$ cat src/rtl/sdq_pkg.sv
package sdq_pkg;
  typedef enum logic [1:0] {
    AMP_LO  = 2'd0,
    AMP_MID = 2'd1,
    AMP_HI  = 2'd2
  } amp_cls_e;
endpackage

$ cat src/rtl/sdq_classify.sv
module sdq_classify
  import sdq_pkg::*;
#(
  parameter int AMP_W  = 12,
  parameter int ON_MV  = 700,
  parameter int OFF_MV = 200
) (
  input  logic             clk_i,
  input  logic             rst_ni,
  input  logic             vld_i,
  input  logic [AMP_W-1:0] amp_i,
  output amp_cls_e         cls_o
);
  localparam logic [AMP_W-1:0] OnThr  = AMP_W'(ON_MV);
  localparam logic [AMP_W-1:0] OffThr = AMP_W'(OFF_MV);

  amp_cls_e last_q, smp_cls;

  always_comb begin
    if (amp_i >= OnThr)     smp_cls = AMP_HI;
    else if (amp_i < OffThr) smp_cls = AMP_LO;
    else                     smp_cls = AMP_MID;
  end

  assign cls_o = vld_i ? smp_cls : last_q;

  // hold class of last valid reading between strobes
  always_ff @(posedge clk_i or negedge rst_ni) begin
    if (!rst_ni) last_q <= AMP_LO;
    else         last_q <= cls_o;
  end
endmodule

$ cat src/rtl/sdq_persist.sv
module sdq_persist #(
  parameter int LIMIT = 8,
  localparam int CW   = $clog2(LIMIT + 1)
) (
  input  logic          clk_i,
  input  logic          rst_ni,
  input  logic          run_i,
  output logic          fire_o,
  output logic [CW-1:0] cnt_o
);
  logic [CW-1:0] cnt_q;

  assign fire_o = run_i && (cnt_q == CW'(LIMIT - 1));
  assign cnt_o  = cnt_q;

  always_ff @(posedge clk_i or negedge rst_ni) begin
    if (!rst_ni)        cnt_q <= '0;
    else if (!run_i)    cnt_q <= '0;
    else if (fire_o)    cnt_q <= '0;
    else                cnt_q <= cnt_q + 1'b1;
  end
endmodule

$ cat src/rtl/sdq_top.sv
module sdq_top
  import sdq_pkg::*;
#(
  parameter int AMP_W   = 12,
  parameter int ON_MV   = 700,
  parameter int OFF_MV  = 200,
  parameter int CLK_MHZ = 50,
  parameter int ON_US   = 40,
  parameter int OFF_US  = 12,
  parameter int ON_CYC  = ON_US * CLK_MHZ,
  parameter int OFF_CYC = OFF_US * CLK_MHZ
) (
  input  logic             clk_i,
  input  logic             rst_ni,
  input  logic             sample_vld_i,
  input  logic [AMP_W-1:0] amp_mv_i,
  input  logic             loopback_i,
  input  logic             cable_fault_i,
  output logic             sigdet_o
);
  localparam int ON_W  = $clog2(ON_CYC + 1);
  localparam int OFF_W = $clog2(OFF_CYC + 1);

  amp_cls_e         cur_cls;
  logic             hyst_q, hyst_d, ovr;
  logic             on_run, off_run, on_fire, off_fire;
  logic [ON_W-1:0]  on_cnt;
  logic [OFF_W-1:0] off_cnt;
  logic             sigdet_q;

  sdq_classify #(.AMP_W(AMP_W), .ON_MV(ON_MV), .OFF_MV(OFF_MV)) u_cls (
    .clk_i (clk_i),
    .rst_ni(rst_ni),
    .vld_i (sample_vld_i),
    .amp_i (amp_mv_i),
    .cls_o (cur_cls)
  );

  assign ovr     = loopback_i | cable_fault_i;
  assign on_run  = !ovr && !hyst_q && (cur_cls == AMP_HI);
  assign off_run = !ovr &&  hyst_q && (cur_cls == AMP_LO);

  sdq_persist #(.LIMIT(ON_CYC)) u_on (
    .clk_i (clk_i),
    .rst_ni(rst_ni),
    .run_i (on_run),
    .fire_o(on_fire),
    .cnt_o (on_cnt)
  );

  sdq_persist #(.LIMIT(OFF_CYC)) u_off (
    .clk_i (clk_i),
    .rst_ni(rst_ni),
    .run_i (off_run),
    .fire_o(off_fire),
    .cnt_o (off_cnt)
  );

  assign hyst_d = hyst_q ? !off_fire : on_fire;

  always_ff @(posedge clk_i or negedge rst_ni) begin
    if (!rst_ni) begin
      hyst_q   <= 1'b0;
      sigdet_q <= 1'b0;
    end else begin
      hyst_q   <= hyst_d;
      // loopback outranks cable fault
      sigdet_q <= loopback_i | (!cable_fault_i & hyst_d);
    end
  end

  assign sigdet_o = sigdet_q;
endmodule

$ cat config.mk
export PLATFORM = sky130hd
export DESIGN_NAME = sdq_top
export DESIGN_NICKNAME = d
export VERILOG_FILES = /design/src/rtl/sdq_pkg.sv /design/src/rtl/sdq_classify.sv /design/src/rtl/sdq_persist.sv /design/src/rtl/sdq_top.sv
export SDC_FILE = /design/constraint.sdc
export NUM_CORES = 1
export LEC_CHECK = 0
export ABC_AREA = 0
export BUFFER_PORTS_ARGS = -buffer_cell sky130_fd_sc_hd__buf_2
export CAP_MARGIN = 30
export CORE_MARGIN = 5
export CORE_UTILIZATION = 56
export DETAILED_ROUTE_END_ITERATION = 6
export PLACE_DENSITY_LB_ADDON = 0.15
export SKIP_CTS_REPAIR_TIMING = 1
export SYNTH_ARGS = -nofsm -noshare
export SYNTH_HDL_FRONTEND = slang
export SYNTH_HIERARCHICAL = 1
export SYNTH_SLANG_ARGS = --single-unit
$ cat constraint.sdc
create_clock -name clk_i -period 2.7 [get_ports clk_i]
set_input_delay 0.54 -clock clk_i [delete_from_list [all_inputs] [get_ports clk_i]]
set_output_delay 0.54 -clock clk_i [all_outputs]
set_load 0.03 [all_outputs]
==> results of run 1 <==
-- sequential cells by signal, summed over array words and instances (netlist names) --
register and flops:
hyst_q 1, sigdet_o 1, u_cls/last_q 2, u_off/cnt_o 10, u_on/cnt_o 11
-- worst reg2reg max path: cells and delay by family, from the launching register on --
family | cells | cell delay, ns
AOI/OAI and AO/OA | 2 | 0.21
buffers and inverters | 2 | 0.16
and+or+nand+nor | 4 | 0.98
muxes | 1 | 0.18
DFF | 1 | 0.38
-- per-stage QoR --
stage               worst slack [ns]  utilization [%]  std cells
global route                   0.132             65.4        179
finish                         0.403             65.4        179
detailed placement            0.0473             64.1        175
floorplan                      0.300                -        131
global placement               0.103             64.1        175
CTS                            0.392             65.4        179
-- power by group through the flow --
stage / combinational [mW] / sequential, mW / clock, mW
2_1_floorplan: 0.0183 / 0.391 / 0
3_3_place_gp: 0.0439 / 0.389 / 0
3_5_place_dp: 0.0465 / 0.390 / 0
4_1_cts: 0.0465 / 0.382 / 0.178
5_1_grt: 0.0511 / 0.383 / 0.191
6_report: 0.0458 / 0.382 / 0.167
-- metal layers --
metal / share of wire (%) / vias to the layer above / global-route usage (%)
met2: 49 / 21 / 25.7
met5: 0 / - / 0
met3: 3.8 / 4 / 1.97
li1: - / 519 / -
met1: 46 / 504 / 21.8
met4: 0.94 / 0 / 7.28
-- area by class of cell --
type                    instances  share of cell area, %
clock buffers                   3                   1.54
clock inverters                 1                  0.343
repair buffers                 17                   6.17
flip-flops and latches         25                   42.8
multi-input cells              98                   44.9
inverters                       7                   1.80
well taps                      28                   2.40
-- cell families after synthesis --
group | after synthesis
compound gates | 25
simple gates | 61
xor+xnor | 9
flops | 25
mux | 1
buf+inv | 8
fa+ha+maj | 2
-- path summary, 6_finish.rpt --
kind                       slack (ns)              to  cells after the start
min in group clk_i               0.42        sigdet_o                      2
max                              0.40        sigdet_o                     11
max reg2reg                      0.74        sigdet_o                      9
min reg2reg                      0.48  u_off/cnt_o[0]                      1
max in group asynchronous        2.15  u_off/cnt_o[4]                      1
min                              0.18   u_on/cnt_o[7]                      1
-- Yosys cell counts (all sizes together), types with 3 or more instances --
cell / number
a21oi: 9
dfrtp: 25
inv: 7
nand2: 7
nand3: 9
nand4: 5
nor2: 16
nor4: 3
o21ai: 6
o31ai: 4
or3: 6
xnor2: 4
xor2: 5
==> out/results.md, run 1 <==
| Group | Metric | Value |
|---|---|---|
| status | Result of the run | complete, no violations |
| layout | Most used cells in the layout excluding fill and tap cells | 25 x dfrtp_1, 16 x nor2_1, 15 x buf_2, 9 x nand3_1, 9 x a21oi_1 |
| floorplanning | Vertical extent of the die | 58.4 um |
| layout | Area taken by flip-flops and latches | 626 um2 |
| placement | Final RePlAce weighted congestion | 0.809 |
| floorplanning | Area of the die | 3410 um2 |
| yosys | Share of synthesized area occupied by flip-flops and latches | 47.7% |
| pwr | Sequential cell fraction of total power | 64.2% |
| yosys | Post-synth top area cell | dfrtp_1 |
| yosys | Post-synthesis share of cell area spent on full adders, half adders and majority gates | 1.91% |
| clock network | Clock Root Buffer | clkbuf_4 |
| pwr | Largest voltage drop on the vdd net | 255 uV |
| global routing | First-pass GRT wire length | 4.28 mm |
| yosys | Total nets after synthesis | 150 |
| global routing | Total congestion overflow after global routing | 0 |
| layout | Most common cell after layout, fill and taps aside | dfrtp_1 |
| global routing | Largest net degree at the start of global routing | 26 |
| critical path | CP delay by family, top | simple AND/OR/NAND/NOR gates |
| critical path | CP bufs+invs | 3 |
| sta | Fin crit share | 85.1% |
| global routing | Overall track demand over capacity in global routing | 16.1% |
| pwr | Switching Fraction | 23.7% |
| yosys | Count of state elements after synthesis | 25 |
| clock network | Level count of the clock H-tree | 1 |
| yosys | Most common flop cell mapped by yosys | dfrtp_1 |
| clock network | Inserted Clock Buffers | 3 |
| yosys | Complex-gate fraction of the synthesized area | 14.4% |
| layout | Layout Cell Area excl Fill | 1460 um2 |
| critical path | Crit Path Category | input port to flip-flop |
| floorplanning | Die X | 58.4 um |
| yosys | Proportion of synthesized area in mux cells | 0.763% |
| pwr | Clock network fraction of design power | 28.1% |
| sta | Setup repair after global routing missed its margin | false |
| yosys | Dominant cells by area after synthesis | dfrtp_1 48%, nor2_1 4.6%, a21oi_1 3.4% |
| critical path | Worst R2R Start | u_cls/last_q[0] |
| pwr | Switching power summed over all nets | 0.141 mW |
| yosys | Share of async-settable or async-resettable flops after synthesis | 100% |
| critical path | Largest fanout on the critical path | 3 |
| floorplanning | Count of pins on the block boundary | 18 |
| yosys | Synth warnings | 6 |
| sta | Final setup violation count | 0 |
| placement | Placed instance area | 1430 um2 |
| drt | Routed len/inst | 14.2 um |
| layout | Share of final-layout standard cells stronger than drive strength 1 | 23.2% |
| sta | Actual slew at the worst max-slew pin | 0.550 ns |
| drt | Routed vias | 1048 |
| critical path | Most Frequent Cell on Critical Path | inv_1 |
| critical path | CP Launch Point | amp_mv_i[5] |
| drt | First-pass iteration count of the detailed router | 4 |
| yosys | Combinational family with the most area after synthesis | simple AND/OR/NAND/NOR gates |
| drt | Antenna Violating Nets Remaining | 0 |
| clock network | CTS tree | built |
| run | Count of maximum capacitance violations | 0 |
| layout | Area Overhead vs Synth | 11.2% |
| global routing | Antenna violations before repair | 0 |
| yosys | Area share of and/or/nand/nor cells after synthesis | 26.9% |
| critical path | Required time worst endpoint | 2.97 ns |
| clock network | Bufs on Longest Clock Path | 2 |
| sta | Sum of negative setup slack | 0 ns |
| layout | Total inserted antenna cells | 0 |
| yosys | Synthesized instance count | 131 |
| layout | Number of fillers in the final layout | 205 |
| drt | Vias per inst | 5.85 |
| placement | Number of I/O port buffers | 15 |
| sta | Final-report hold violation count | 0 |
| sta | FMAX | 435 MHz |
| critical path | Cell with the largest stage delay on the worst path | or3_4 |
| yosys | Syn Std Cell Area | 1310 um2 |
| critical path | Data arrival time at the worst-slack endpoint | 2.57 ns |
| layout | Multi-input combinational cell area | 656 um2 |
| critical path | Maximum cell stage delay along the critical path | 0.37 ns |
| sta | Headroom to the max-slew limit | 63.4% |
| yosys | Average size of a mapped cell | 10.0 um2 |
| pwr | Final total power | 0.595 mW |
| critical path | Cells along the critical path | buf_2, o311ai_1, and4b_1, a311oi_2, or3_4, nor3b_2, inv_1, nor4_1, inv_1, mux2i_1, a21o_1 |
| yosys | Post-synth EDFFs | 0 |
| placement | Hpwl dp | 1.88 mm |
| min path | Worst hold path class | input port to async pin |
| clock network | Sink Count | 25 |
| sta | Final setup skew | 0.00402 ns |
| drt | Total wire length | 2.55 mm |
| clock network | Clk Latency, worst-skew pair | 0.32 ns |
| critical path | Startpoint type of the worst setup path | input port |
| pwr | Power density over the cells | 408 nW/um2 |
| pwr | Internal power of the cells | 0.455 mW |
| pwr | Combinational group share of total power | 7.7% |
| critical path | CP endpoint kind | flip-flop |
| floorplanning | Standard cell core area | 2230 um2 |
| floorplanning | Starting utilization of the core area | 58.8% |
| floorplanning | Number of core rows | 17 |
| yosys | Share of the synthesized area in the top cell type | 47.7% |
| sta | Worst hold margin | 0.181 ns |
| yosys | Share of the synthesized netlist area taken by xor and xnor gates | 6.01% |
| sta | Minimum clock period after layout | 2.30 ns |
| drt | Detailed-route DRC error count | 0 |
| pwr | P_leak | 0.575 nW |
| drt | DRT iter0 DRCs | 16 |
| yosys | Unique masters post-synth | 35 |
| global routing | Vias in the first global route | 1016 |
| layout | Count of nets after finishing | 171 |
| sta | Pins over their slew limit | 0 |
| clock network | Clock slew at reported path FFs | 0.14 ns |
No activity file was read; power rests on OpenSTA's default activity.
==> inputs of run 2 (changes only) <==
--- a/config.mk
+++ b/config.mk
@@ -8,11 +8,12 @@
 export ABC_AREA = 0
 export BUFFER_PORTS_ARGS = -buffer_cell sky130_fd_sc_hd__buf_2
 export CAP_MARGIN = 30
+export CELL_PAD_IN_SITES_DETAIL_PLACEMENT = 0
+export CELL_PAD_IN_SITES_GLOBAL_PLACEMENT = 1
 export CORE_MARGIN = 5
-export CORE_UTILIZATION = 56
+export CORE_UTILIZATION = 43
 export DETAILED_ROUTE_END_ITERATION = 6
 export PLACE_DENSITY_LB_ADDON = 0.15
-export SKIP_CTS_REPAIR_TIMING = 1
 export SYNTH_ARGS = -nofsm -noshare
 export SYNTH_HDL_FRONTEND = slang
 export SYNTH_HIERARCHICAL = 1
==> run 2 against run 1 <==
  * Flip-flop and latch count did not move
  * Non-clock buffer count is the same
  * Register-to-register slack about the same
  * Via count shrank 5.0%
  * Largest power group unchanged
  * Die area is 25% higher
  * Global-route usage is 3.7 points lower
  * Cell area up 0.43%
  * Critical path depth is the same
  * Count of clock-buffer cells in the layout unchanged
==> out/results.md, run 2 (synthesis gave the netlist of run 1 again) <==
| Group | Metric | Value | Change |
|---|---|---|---|
| placement | Placed instance area | 1440 um2 | was 1430 um2 |
| clock network | Inserted Clock Buffers | 3 | unchanged |
| clock network | Clock Root Buffer | clkbuf_4 | unchanged |
| sta | Setup repair after global routing missed its margin | false | unchanged |
| placement | Final RePlAce weighted congestion | 0.736 | was 0.809 |
| floorplanning | Area of the die | 4260 um2 | was 3410 um2 |
| clock network | Bufs on Longest Clock Path | 2 | unchanged |
| global routing | Total congestion overflow after global routing | 0 | unchanged |
| layout | Most common cell after layout, fill and taps aside | dfrtp_1 | unchanged |
| sta | Pins over their slew limit | 0 | unchanged |
| critical path | Slack of the worst reg-to-reg path | 0.74 ns | about the same |
| floorplanning | Standard cell core area | 2980 um2 | was 2230 um2 |
| placement | Setup Slack @ Placement | 0.0670 ns | was 0.0473 ns |
| layout | Most used cells in the layout excluding fill and tap cells | 25 x dfrtp_1, 16 x nor2_1, 15 x buf_2, 9 x nand3_1, 9 x a21oi_1 | unchanged |
| critical path | Depth of the most critical reg-to-reg path | 9 | unchanged |
| layout | Layout Cell Area excl Fill | 1470 um2 | was 1460 um2 |
| critical path | Worst R2R Start | u_cls/last_q[0] | unchanged |
| sta | Minimum clock period after layout | 2.29 ns | was 2.30 ns |
| drt | Antenna Violating Nets Remaining | 0 | unchanged |
| clock network | Clk Latency, worst-skew pair | 0.32 ns | about the same |
| layout | Flip-flop count of the largest register after layout | 11 | unchanged |
| layout | Total inserted antenna cells | 0 | unchanged |
| floorplanning | Count of pins on the block boundary | 18 | unchanged |
| global routing | Antenna violations before repair | 0 | unchanged |
| critical path | R2R Path End | sigdet_o | unchanged |
| layout | Fin cells | 184 | was 179 |
| sta | Sum of negative setup slack | 0 ns | unchanged |
| drt | Detailed-route DRC error count | 0 | unchanged |
| sta | Final setup skew | 0.0107 ns | was 0.00402 ns |
| sta | Fin crit share | 84.8% | was 85.1% |
| layout | Final core utilization | 49.2% | was 65.4% |
| drt | Routed vias | 996 | was 1048 |
| drt | Vias per inst | 5.41 | was 5.85 |
| floorplanning | Vertical extent of the die | 65.3 um | was 58.4 um |
| layout | Count of nets after finishing | 171 | unchanged |
| global routing | Vias in the first global route | 983 | was 1016 |
| drt | DRT iter0 DRCs | 64 | was 16 |
| sta | FMAX | 437 MHz | was 435 MHz |
| clock network | Sink Count | 25 | unchanged |
| placement | Number of I/O port buffers | 15 | unchanged |
| floorplanning | Die X | 65.3 um | was 58.4 um |
| critical path | Crit Path Category | input port to flip-flop | unchanged |
| placement | Cell total after placement | 180 | was 175 |
| status | Result of the run | complete, no violations | unchanged |
| clock network | Postcts setup bufs | 0 |  |
| drt | First-pass iteration count of the detailed router | 5 | was 4 |
| layout | Share of final-layout standard cells stronger than drive strength 1 | 23.2% | unchanged |
| pwr | Largest voltage drop on the vdd net | 232 uV | was 255 uV |
| min path | Worst hold path class | input port to async pin | unchanged |
| clock network | CTS tree | built | unchanged |
| clock network | Level count of the clock H-tree | 1 | unchanged |
| critical path | CP endpoint kind | flip-flop | unchanged |
| critical path | Startpoint type of the worst setup path | input port | unchanged |
| sta | Final-report hold violation count | 0 | unchanged |
| clock network | Clock slew at reported path FFs | 0.14 ns | about the same |
| critical path | Data arrival time at the worst-slack endpoint | 2.57 ns | about the same |
| pwr | Final total power | 0.595 mW | about the same |
| sta | Headroom to the max-slew limit | 62.4% | was 63.4% |
| sta | Actual slew at the worst max-slew pin | 0.564 ns | was 0.550 ns |
| drt | Total wire length | 2.45 mm | was 2.55 mm |
| sta | Post-route worst setup slack | 0.412 ns | was 0.403 ns |
| drt | Routed len/inst | 13.3 um | was 14.2 um |
| clock network | Post-CTS sizing | 0 |  |
| critical path | Largest fanout on the critical path | 3 | unchanged |
| run | Count of maximum capacitance violations | 0 | unchanged |
| critical path | Required time worst endpoint | 2.98 ns | was 2.97 ns |
| placement | Hpwl dp | 1.78 mm | was 1.88 mm |
| pwr | Power density over the cells | 406 nW/um2 | was 408 nW/um2 |
| clock network | Total of hold buffers inserted after clock tree synthesis | 0 |  |
| sta | Final setup violation count | 0 | unchanged |
| global routing | Largest net degree at the start of global routing | 26 | unchanged |
| pwr | P_leak | 0.575 nW | unchanged |
| global routing | First-pass GRT wire length | 4.22 mm | was 4.28 mm |
| sta | Worst hold margin | 0.182 ns | was 0.181 ns |
| layout | Area Overhead vs Synth | 11.7% | was 11.2% |
| global routing | Overall track demand over capacity in global routing | 12.4% | was 16.1% |
| floorplanning | Number of core rows | 20 | was 17 |
| floorplanning | Starting utilization of the core area | 44.1% | was 58.8% |
[run 2: cell counts in the layout (fill, tap and decap cells not counted)]
Identical to the previous run, type by type.
[run 2: how the worst max path moves through the flow]
| stage | start | to | cells after the start |
|---|---|---|---|
| after floorplan | amp_mv_i[5] | sigdet_o | 10 |
| after global placement | amp_mv_i[5] | sigdet_o | 11 |
| after detailed placement | amp_mv_i[5] | sigdet_o | 11 |
| after CTS | amp_mv_i[5] | sigdet_o | 11 |
| after global routing | amp_mv_i[5] | sigdet_o | 11 |
| final | amp_mv_i[5] | sigdet_o | 11 |
[run 2: worst max-delay path, cell delays in order]
cell,delay [ns]
buf_2,0.10
o311ai_1,0.26
and4b_1,0.24
a311oi_2,0.05
or3_4,0.35
nor3b_2,0.22
inv_1,0.10
nor4_1,0.29
inv_1,0.07
mux2i_1,0.19
a21o_1,0.14
[run 2: layer usage]
metal	global-route usage [%]	share of wire [%]	vias up
met2	20.1	46	9
met4	4.66	0.61	0
li1	-	-	513
met1	16.1	51	472
met3	2.74	2.6	2
met5	0	0	-
[run 2: cell type report]
class                      count  area, um2
fill                         305       1510
timing repair buffer          17       90.1
sequential                    25        626
clock inverter                 1       5.00
inverter                       7       26.3
tap                           33       41.3
multi-input combinational     98        656
clock buffer                   3       22.5
[run 2: report_power, final]
| part | switching (mW) | total (mW) | internal [mW] |
|---|---|---|---|
| Combinational | 0.0252 | 0.0445 | 0.0193 |
| Sequential | 0.00256 | 0.382 | 0.380 |
| Clock | 0.113 | 0.169 | 0.0555 |
| Total | 0.141 | 0.595 | 0.454 |
==> inputs of run 3 (changes only) <==
--- a/config.mk
+++ b/config.mk
@@ -11,7 +11,7 @@
 export CELL_PAD_IN_SITES_DETAIL_PLACEMENT = 0
 export CELL_PAD_IN_SITES_GLOBAL_PLACEMENT = 1
 export CORE_MARGIN = 5
-export CORE_UTILIZATION = 43
+export CORE_UTILIZATION = 39
 export DETAILED_ROUTE_END_ITERATION = 6
 export PLACE_DENSITY_LB_ADDON = 0.15
 export SYNTH_ARGS = -nofsm -noshare
==> constraint.sdc (replaced) <==
create_clock -name clk_i -period 2.1 [get_ports clk_i]
set_input_delay 0.42 -clock clk_i [delete_from_list [all_inputs] [get_ports clk_i]]
set_output_delay 0.42 -clock clk_i [all_outputs]
set_load 0.03 [all_outputs]
==> run 3 against run 2 <==
  * Hold slack got worse by 0.12 ns
  * Total power up 33%
  * Count of clock-buffer cells in the layout is the same
  * Via count rose by 6.0%
  * Sequential power increased by 29%
  * Combinational power grew 63%
  * Critical path type unchanged
==> out/results.md, run 3 (synthesis gave the netlist of run 1 again) <==
| Group | Metric | Value | Change |
|---|---|---|---|
| layout | Fin cells | 202 | was 184 |
| floorplanning | Area of the die | 4630 um2 | was 4260 um2 |
| drt | Detailed-route DRC error count | 0 | unchanged |
| pwr | Power density over the cells | 505 nW/um2 | was 406 nW/um2 |
| clock network | Clock Root Buffer | clkbuf_4 | unchanged |
| sta | Final setup skew | 0.00946 ns | was 0.0107 ns |
| drt | Antenna Violating Nets Remaining | 0 | unchanged |
| drt | Vias per inst | 5.23 | was 5.41 |
| global routing | Overall track demand over capacity in global routing | 13.3% | was 12.4% |
| floorplanning | Vertical extent of the die | 68.0 um | was 65.3 um |
| run | Count of maximum capacitance violations | 0 | unchanged |
| pwr | Switching power summed over all nets | 0.197 mW | was 0.141 mW |
| global routing | Antenna violations before repair | 0 | unchanged |
| sta | Actual slew at the worst max-slew pin | 0.564 ns | about the same |
| pwr | Switching Fraction | 24.8% | was 23.7% |
| pwr | Sequential cell fraction of total power | 62.2% | was 64.2% |
| critical path | CP endpoint kind | flip-flop | unchanged |
| pwr | Largest voltage drop on the vdd net | 300 uV | was 232 uV |
| global routing | First-pass GRT wire length | 4.62 mm | was 4.22 mm |
| critical path | CP delay by family, top | simple AND/OR/NAND/NOR gates | unchanged |
| drt | First-pass iteration count of the detailed router | 4 | was 5 |
| critical path | Startpoint type of the worst setup path | input port | unchanged |
| critical path | Crit Path Category | input port to flip-flop | unchanged |
| critical path | CP Launch Point | amp_mv_i[5] | unchanged |
| drt | Routed vias | 1056 | was 996 |
| global routing | Total congestion overflow after global routing | 0 | unchanged |
| floorplanning | Standard cell core area | 3280 um2 | was 2980 um2 |
| placement | Number of I/O port buffers | 15 | unchanged |
| placement | Final RePlAce weighted congestion | 0.736 | unchanged |
| sta | Fin crit share | 95.9% |  |
| layout | Flip-flop count of the largest register after layout | 11 | unchanged |
| global routing | Vias in the first global route | 1050 | was 983 |
| critical path | Cells along the critical path | buf_6, o311ai_2, and4b_1, a311oi_2, or3_4, nor3b_4, inv_2, nor4_2, mux2i_1, a21o_1 | was buf_2, o311ai_1, and4b_1, a311oi_2, or3_4, nor3b_2, inv_1, nor4_1, inv_1, mux2i_1, a21o_1 |
| clock network | Clock slew at reported path FFs | 0.15 ns | was 0.14 ns |
| critical path | CP bufs+invs | 2 | was 3 |
| critical path | Maximum cell stage delay along the critical path | 0.38 ns | was 0.35 ns |
| floorplanning | Count of pins on the block boundary | 18 | unchanged |
| layout | Number of fillers in the final layout | 321 | was 305 |
| layout | Total inserted antenna cells | 0 | unchanged |
| pwr | Clock network fraction of design power | 28.6% | was 28.3% |
| layout | Most used cells in the layout excluding fill and tap cells | 25 x dfrtp_1, 16 x nor2_1, 13 x buf_2, 9 x nand3_1, 9 x a21oi_1 | was 25 x dfrtp_1, 16 x nor2_1, 15 x buf_2, 9 x nand3_1, 9 x a21oi_1 |
| pwr | Combinational group share of total power | 9.2% | was 7.5% |
| floorplanning | Starting utilization of the core area | 40.0% | was 44.1% |
| clock network | CTS tree | built | unchanged |
| placement | Hpwl dp | 1.90 mm | was 1.78 mm |
| layout | Count of nets after finishing | 176 | was 171 |
| sta | FMAX | 497 MHz |  |
| clock network | Bufs on Longest Clock Path | 2 | unchanged |
| pwr | Final total power | 0.791 mW | was 0.595 mW |
| clock network | Postcts setup bufs | 0 | unchanged |
| sta | Pins over their slew limit | 0 | unchanged |
| critical path | Largest fanout on the critical path | 2 | was 3 |
| drt | Routed len/inst | 13.2 um | was 13.3 um |
| sta | Minimum clock period after layout | 2.01 ns |  |
| critical path | Required time worst endpoint | 2.33 ns | was 2.98 ns |
| layout | Area Overhead vs Synth | 19.3% | was 11.7% |
| clock network | Inserted Clock Buffers | 3 | unchanged |
| clock network | Level count of the clock H-tree | 1 | unchanged |
| drt | Total wire length | 2.67 mm | was 2.45 mm |
| layout | Share of final-layout standard cells stronger than drive strength 1 | 28.2% | was 23.2% |
| pwr | Internal power of the cells | 0.594 mW | was 0.454 mW |
| drt | DRT iter0 DRCs | 29 | was 64 |
| status | Result of the run | complete, no violations | unchanged |
| sta | Sum of negative setup slack | 0 ns | unchanged |
| sta | Final setup violation count | 0 | unchanged |
| pwr | P_leak | 0.612 nW | was 0.575 nW |
| sta | Setup repair after global routing missed its margin | true | was false |
| sta | Final-report hold violation count | 0 | unchanged |
| critical path | Cell with the largest stage delay on the worst path | or3_4 | unchanged |
| critical path | Data arrival time at the worst-slack endpoint | 2.24 ns | was 2.57 ns |
| min path | Worst hold path class | input port to async pin | unchanged |
| layout | Most common cell after layout, fill and taps aside | dfrtp_1 | unchanged |
| global routing | Largest net degree at the start of global routing | 26 | unchanged |
| floorplanning | Number of core rows | 21 | was 20 |
| clock network | Sink Count | 25 | unchanged |
| floorplanning | Die X | 68.0 um | was 65.3 um |
| sta | Headroom to the max-slew limit | 62.4% | about the same |
| critical path | Worst R2R Start | u_cls/last_q[0] | unchanged |
| placement | Cell total after placement | 198 | was 180 |
| clock network | Clk Latency, worst-skew pair | 0.33 ns | was 0.32 ns |
run 3: changes by cell type in the layout (fill, tap and decap cells not counted):
cell	previous run	this run
nor4_2	0	2
inv_2	0	1
nor3b_4	0	2
inv_1	7	6
buf_6	0	2
buf_4	2	7
o311ai_1	1	0
nor3b_2	2	0
buf_2	15	13
nor4_1	3	1
o311ai_2	0	1
run 3: worst reg2reg max path, stage by stage (launching register included):
cell	delay, ns
dfrtp_1	0.39
nor2_1	0.14
a311oi_2	0.06
or3_4	0.38
nor3b_4	0.22
inv_2	0.06
nor4_2	0.20
mux2i_1	0.13
a21o_1	0.19
run 3: cell type report:
| type | instances | area (um2) | area share, % |
|---|---|---|---|
| multi-input combinational | 98 | 688 | 44.0 |
| sequential | 25 | 626 | 40.0 |
| timing repair buffer | 22 | 140 | 8.95 |
| tap | 46 | 57.6 | 3.68 |
| inverter | 7 | 26.3 | 1.68 |
| clock buffer | 3 | 22.5 | 1.44 |
| clock inverter | 1 | 5.00 | 0.320 |
run 3: final timing paths:
kind / to / slack (ns) / depth (start not counted)
worst max register to register: sigdet_o / 0.24 / 8
min in group clk_i: sigdet_o / 0.28 / 2
worst min register to register: u_off/cnt_o[0] / 0.47 / 1
worst min-delay path: u_cls/last_q[0] / 0.06 / 1
worst max-delay path: sigdet_o / 0.09 / 10
max in group asynchronous: u_on/cnt_o[1] / 1.66 / 1
run 3: layer usage:
| layer | up-vias | routed length [um] | global-route usage, % |
|---|---|---|---|
| met2 | 15 | 1310 | 21.2 |
| met3 | 2 | 96 | 3.78 |
| met4 | 0 | 21 | 5.96 |
| met5 | - | 0 | 0 |
| met1 | 513 | 1240 | 16.5 |
| li1 | 526 | - | - |
run 3: repair_timing:
item | 4_1_cts | 5_1_grt
endpoints found under the setup margin | 0 | 1
hold buffers | 0 | 0
resized for setup | 0 | 6
run 3: per-stage QoR:
stage	setup slack (ns)	util, %	hold slack [ns]	area (um2)
floorplan	-0.128	-	0.124	1330
global placement	-0.323	45.8	0.448	1510
detailed placement	-0.345	45.8	0.451	1510
CTS	0.00586	46.7	0.0696	1530
global route	-0.0297	47.7	0.0945	1570
finish	0.0867	47.7	0.0591	1570
run 3: power groups by stage:
stage	combinational (mW)	sequential (mW)	clock, mW
after floorplan	0.0267	0.503	0
after global placement	0.0675	0.501	0
after detailed placement	0.0688	0.501	0
after CTS	0.0691	0.492	0.240
after global routing	0.0816	0.493	0.254
final	0.0725	0.492	0.227
